## src/rtl/csdec.sv

```systemverilog
module csdec (
  input  logic        clk,
  input  logic        rst_n,
  input  logic [19:0] addr,
  input  logic        mio,
  input  logic        start,
  input  logic        ext_rdy,
  input  logic [1:0]  reg_addr,
  input  logic        reg_wr,
  input  logic        reg_rd,
  input  logic [15:0] reg_wdata,
  output logic [15:0] reg_rdata,
  output logic [3:0]  mcs_n,
  output logic [4:0]  pcs_n,
  output logic        pcs5_pin,
  output logic        pcs6_pin,
  output logic        rdy
);
  logic [11:0] ctrl_q;
  logic [6:0]  mbase_q;
  logic [9:0]  pbase_q;
  logic [2:0]  seen_q;
  logic [3:0]  mcs_q;
  logic [6:0]  pcs_q;
  logic [1:0]  la_q;
  logic [1:0]  cnt_q;
  logic        busy_q, grp_q;

  wire [1:0] wcnt   = ctrl_q[1:0];
  wire       rdis   = ctrl_q[2];
  wire       pmem   = ctrl_q[3];
  wire       pinsel = ctrl_q[4];
  wire [6:0] blk    = ctrl_q[11:5];
  wire       armed  = &seen_q;

  always_comb begin
    case (reg_addr)
      2'd0:    reg_rdata = {4'b0, ctrl_q};
      2'd1:    reg_rdata = {9'b0, mbase_q};
      2'd2:    reg_rdata = {6'b0, pbase_q};
      default: reg_rdata = 16'h0;
    endcase
  end

  logic       mhit;
  logic [1:0] midx;
  always_comb begin
    mhit = 1'b0;
    midx = 2'd0;
    for (int n = 0; n < 7; n++) begin
      if (blk == 7'(1 << n)) begin
        if (((addr ^ {mbase_q, 13'b0}) & ~((20'h2000 << n) - 20'd1)) == 20'd0) begin
          mhit = mio;
          midx = addr[11+n +: 2];
        end
      end
    end
  end

  wire [2:0] pidx = addr[9:7];
  wire       pwin = (addr[19:10] == pbase_q) && (mio == pmem) && (pidx != 3'd7);

  logic [3:0] msel;
  logic [6:0] psel;
  logic       grp;
  always_comb begin
    msel = '0;
    psel = '0;
    grp  = 1'b0;
    if (armed) begin
      if (mhit) msel[midx] = 1'b1;
      else if (pwin) begin
        grp = (pidx >= 3'd4);
        if (pidx < 3'd5 || pinsel) psel[pidx] = 1'b1;
      end
    end
  end

  assign rdy = busy_q && (cnt_q == 2'd0) && (ext_rdy || (grp_q && rdis));

  always_ff @(posedge clk or negedge rst_n) begin
    if (!rst_n) begin
      ctrl_q  <= 12'h003;
      mbase_q <= '0;
      pbase_q <= '0;
      seen_q  <= '0;
    end else begin
      if ((reg_wr || reg_rd) && reg_addr != 2'd3) seen_q[reg_addr] <= 1'b1;
      if (reg_wr) begin
        case (reg_addr)
          2'd0:    ctrl_q  <= reg_wdata[11:0];
          2'd1:    mbase_q <= reg_wdata[6:0];
          2'd2:    pbase_q <= reg_wdata[9:0];
          default: ;
        endcase
      end
    end
  end

  always_ff @(posedge clk or negedge rst_n) begin
    if (!rst_n) begin
      busy_q <= 1'b0;
      grp_q  <= 1'b0;
      cnt_q  <= '0;
      mcs_q  <= '1;
      pcs_q  <= '1;
      la_q   <= '0;
    end else if (!busy_q) begin
      if (start) begin
        busy_q <= 1'b1;
        grp_q  <= grp;
        cnt_q  <= grp ? wcnt : 2'd0;
        mcs_q  <= ~msel;
        pcs_q  <= ~psel;
        la_q   <= addr[2:1];
      end
    end else if (rdy) begin
      busy_q <= 1'b0;
      mcs_q  <= '1;
      pcs_q  <= '1;
    end else if (cnt_q != 2'd0) begin
      cnt_q <= cnt_q - 2'd1;
    end
  end

  assign mcs_n    = mcs_q;
  assign pcs_n    = pcs_q[4:0];
  assign pcs5_pin = pinsel ? pcs_q[5] : la_q[0];
  assign pcs6_pin = pinsel ? pcs_q[6] : la_q[1];

  AST_SEL_ONEHOT:  assert property (@(posedge clk) disable iff (!rst_n) $onehot0(~{pcs_q, mcs_q}));
  AST_LOCKOUT:     assert property (@(posedge clk) disable iff (!rst_n) !armed |-> (&{pcs_q, mcs_q}));
  AST_SEL_HOLD:    assert property (@(posedge clk) disable iff (!rst_n) busy_q && !rdy |=> $stable({pcs_q, mcs_q}));
  AST_SEL_RELEASE: assert property (@(posedge clk) disable iff (!rst_n) busy_q && rdy |=> (&{pcs_q, mcs_q}) && !busy_q);
  AST_EXT_NEEDED:  assert property (@(posedge clk) disable iff (!rst_n) rdy && !(grp_q && rdis) |-> ext_rdy);
  AST_IDLE_NO_SEL: assert property (@(posedge clk) disable iff (!rst_n) !busy_q |-> (&{pcs_q, mcs_q}) && !rdy);
endmodule

```

## config.mk

```make
export PLATFORM = sky130hd
export DESIGN_NAME = csdec
export DESIGN_NICKNAME = d
export VERILOG_FILES = /design/src/rtl/csdec.sv
export SDC_FILE = /design/constraint.sdc
export NUM_CORES = 1
export LEC_CHECK = 0
export CAP_MARGIN = 20
export CELL_PAD_IN_SITES_DETAIL_PLACEMENT = 1
export CELL_PAD_IN_SITES_GLOBAL_PLACEMENT = 1
export CORE_MARGIN = 4
export CORE_UTILIZATION = 41
export DETAILED_ROUTE_END_ITERATION = 16
export HOLD_SLACK_MARGIN = 0.1
export PLACE_DENSITY = 0.84
export SYNTH_ARGS = -nofsm -noshare
export SYNTH_HDL_FRONTEND = slang
export SYNTH_SLANG_ARGS = --single-unit
```

## constraint.sdc

```tcl
create_clock -name clk -period 3 [get_ports clk]
set_input_delay 0.3 -clock clk [delete_from_list [all_inputs] [get_ports clk]]
set_output_delay 0.3 -clock clk [all_outputs]
set_load 0.02 [all_outputs]
```

==> run metrics <==
Reg2Reg Depth=6; post-synth cell types=51; NumNets Final=385; number of port buffers=59; leakage=0.00146 µW; Max FO, Critical Path=14; FF-to-FF Start=ctrl_q[5]$_DFFE_PN0P_; Final Hold Viols=0; top cell type's share of synthesized area=0.308; Worst-path clk slew=0.09 ns; clk sinks=49; critical path's top delay family=buffers and inverters; clock buffer count from CTS=5; WP buf/inv=4; crit path cell chain=clkdlybuf4s50_1 -> buf_4 -> nor2b_1 -> buf_4 -> nand2_1 -> o21ai_0 -> clkdlybuf4s50_1; synthesis-stage register bit count=49; clock skew=0.0132 ns; critical path arrival=2.13 ns; Syn. warnings=0; post-CTS resize count=0; vias per std cell=5.33; # rows=30; CP required=2.70 ns; worst setup path class=in -> out; sequential fraction of the synthesis area=0.425; hold path cells=2; hold_buf cts=0; commonest cells in the netlist=dfrtp_1, mux2_2, nor2_1; actual slew at the worst max-slew pin=0.515 ns; synth top area cells=dfrtp_1, mux2_2, dfstp_2; GRT Overall Usage=0.181; most common cell in the synthesized netlist=dfrtp_1; CTS tree=built; Worst slew margin=0.656; ratio of final minimum period to clock period=0.808; Min-Delay Endpoint=seen_q[0]$_DFFE_PN0P_; area delta synth->final=24.6%; flop2flop setup slack=0.78 ns; Die Area=0.00855 mm²; max-cap violation count=0; CP Launch Type=input pin; largest net degree at the start of global routing=47; Slew Viols, Final=0; wire per inst=17.4 µm; critical path's slowest cell=clkdlybuf4s50_1; Detailed Route Iter0 Violations=109; Core Util, Final=0.531; die width=92.5 µm; global-route wire length before repair=12400 µm; GP Congestion=0.805; Most used DFF post-synth=dfrtp_1; DP HPWL=5940 µm; Vias=2326; share of layout cells above drive strength 1=0.212; I/O pins=73; post-route antenna net violation count=0; RSZ-0062 raised after global routing=false; Power Dens Cells=543 mW/mm²; fin crit period=2.43 ns; Final TNS setup=0 ns; Residual DRC=0; Post-Synthesis Cells=282; antenna violations before repair=0; FF-to-FF End=mcs_n[0]$_DFFE_PN1P_; Ant. Diodes=0; grt ovf=0; CORE AREA=0.00687 mm²; Hold Path Class=reg -> reg; number of flops mapped to enable cells by yosys=0; min-delay src=seen_q[0]$_DFFE_PN0P_; drt total wl=7590 µm; highest clock rate=412 MHz; setup violators final=0; Max stage delay on crit path=0.66 ns; status=completed; Synth area leader=dfrtp_1; Worst setup EP type=output pin; Die H=92.5 µm; H-tree levels=2; ys async rst share=1.00; Max clock buf depth=2; peak supply drop=0.000422 V; insertion delay to the later sink of the worst-skew pair=0.30 ns; vias in the first global route=2429; starting density of the core=0.426; Avg Synthesized Cell Area=10.4 µm²; post-CTS setup buffers=0; Detailed Routing Iterations Pass 1=4; CTS Root Cell=clkbuf_8; Power Total=1980 µW; Synth Cell Area=0.00292 mm²
[stage by stage]
stage / setup WS (ns) / area (µm²) / instances / hold slack, ns
2_1_floorplan: 1.19 / 2940 / 285 / 0.00441
3_3_place_gp: 0.591 / 3520 / 426 / 0.449
3_5_place_dp: 0.549 / 3520 / 426 / 0.452
4_1_cts: 0.585 / 3610 / 434 / 0.217
5_1_grt: 0.446 / 3640 / 436 / 0.504
6_report: 0.575 / 3640 / 436 / 0.470
[flip-flops by register name, indices dropped and copies added, names as in the netlist]
signal and cells:
busy_q 1, cnt_q 2, ctrl_q 12, grp_q 1
la_q 2, mbase_q 7, mcs_n 4, pbase_q 10
pcs_q 7, seen_q 3
[logic make-up after synthesis]
logic type / count (synthesis) / synth area share
simple gates: 91 / 0.179
flops: 49 / 0.425
mux: 41 / 0.154
other cells: 1 / 0.00128
compound gates: 53 / 0.116
buf+inv: 28 / 0.0668
fa+ha+maj: 1 / 0.00428
xor+xnor: 18 / 0.0539
[per-layer routing]
metal  GRT usage  share of wire  vias up
li1            -              -     1106
met1       0.231           0.44     1154
met2       0.314           0.51       57
met3      0.0325          0.041        9
met4      0.0470          0.013        0
met5           0              0        -
[how the worst max path moves through the flow]
stage | start | end | slack, ns | cells past startpoint
floorplan | reg_addr[0] | reg_rdata[0] | 1.19 | 4
global placement | addr[18] | pcs_q[5]$_DFFE_PN1P_ | 0.59 | 7
detailed placement | addr[18] | pcs_q[3]$_DFFE_PN1P_ | 0.55 | 7
CTS | reg_addr[0] | reg_rdata[4] | 0.59 | 7
global route | reg_addr[1] | reg_rdata[3] | 0.45 | 6
finish | reg_addr[0] | reg_rdata[3] | 0.57 | 7
[area by class of cell]
| class | count | area (µm²) |
|---|---|---|
| well taps | 96 | 120 |
| flip-flops and latches | 49 | 1240 |
| fillers | 792 | 3220 |
| multi-input cells | 208 | 1500 |
| clock buffers | 7 | 86.3 |
| clock inverters | 1 | 7.51 |
| inverters | 8 | 30.0 |
| repair buffers | 67 | 661 |
[worst min-delay path, stage by stage, from the launching register on]
cell     delay (ns)
dfrtp_1        0.35
inv_1          0.04
o31ai_1        0.05
[report_power, final]
group	switching, µW	internal (µW)
registers	137	773
logic	327	335
clock network	220	188
[cells in the final DEF, fill, tap and decap left out, types with 5 or more instances in the layout]
cell type and n:
clkbuf_8 6, o21ai_0 20, dfrtp_1 36, nand2_1 16, nor2b_1 5, nor4_1 5
a21oi_1 8, buf_4 6, nand4_1 7, and2_1 6, nand2b_1 5, a31oi_1 7
clkdlybuf4s50_1 58, mux2_2 31, nor2_1 26, xnor2_1 6, dfstp_2 13, mux2i_1 10
inv_1 8, xor2_1 12
No activity file was read; power rests on OpenSTA's default activity.
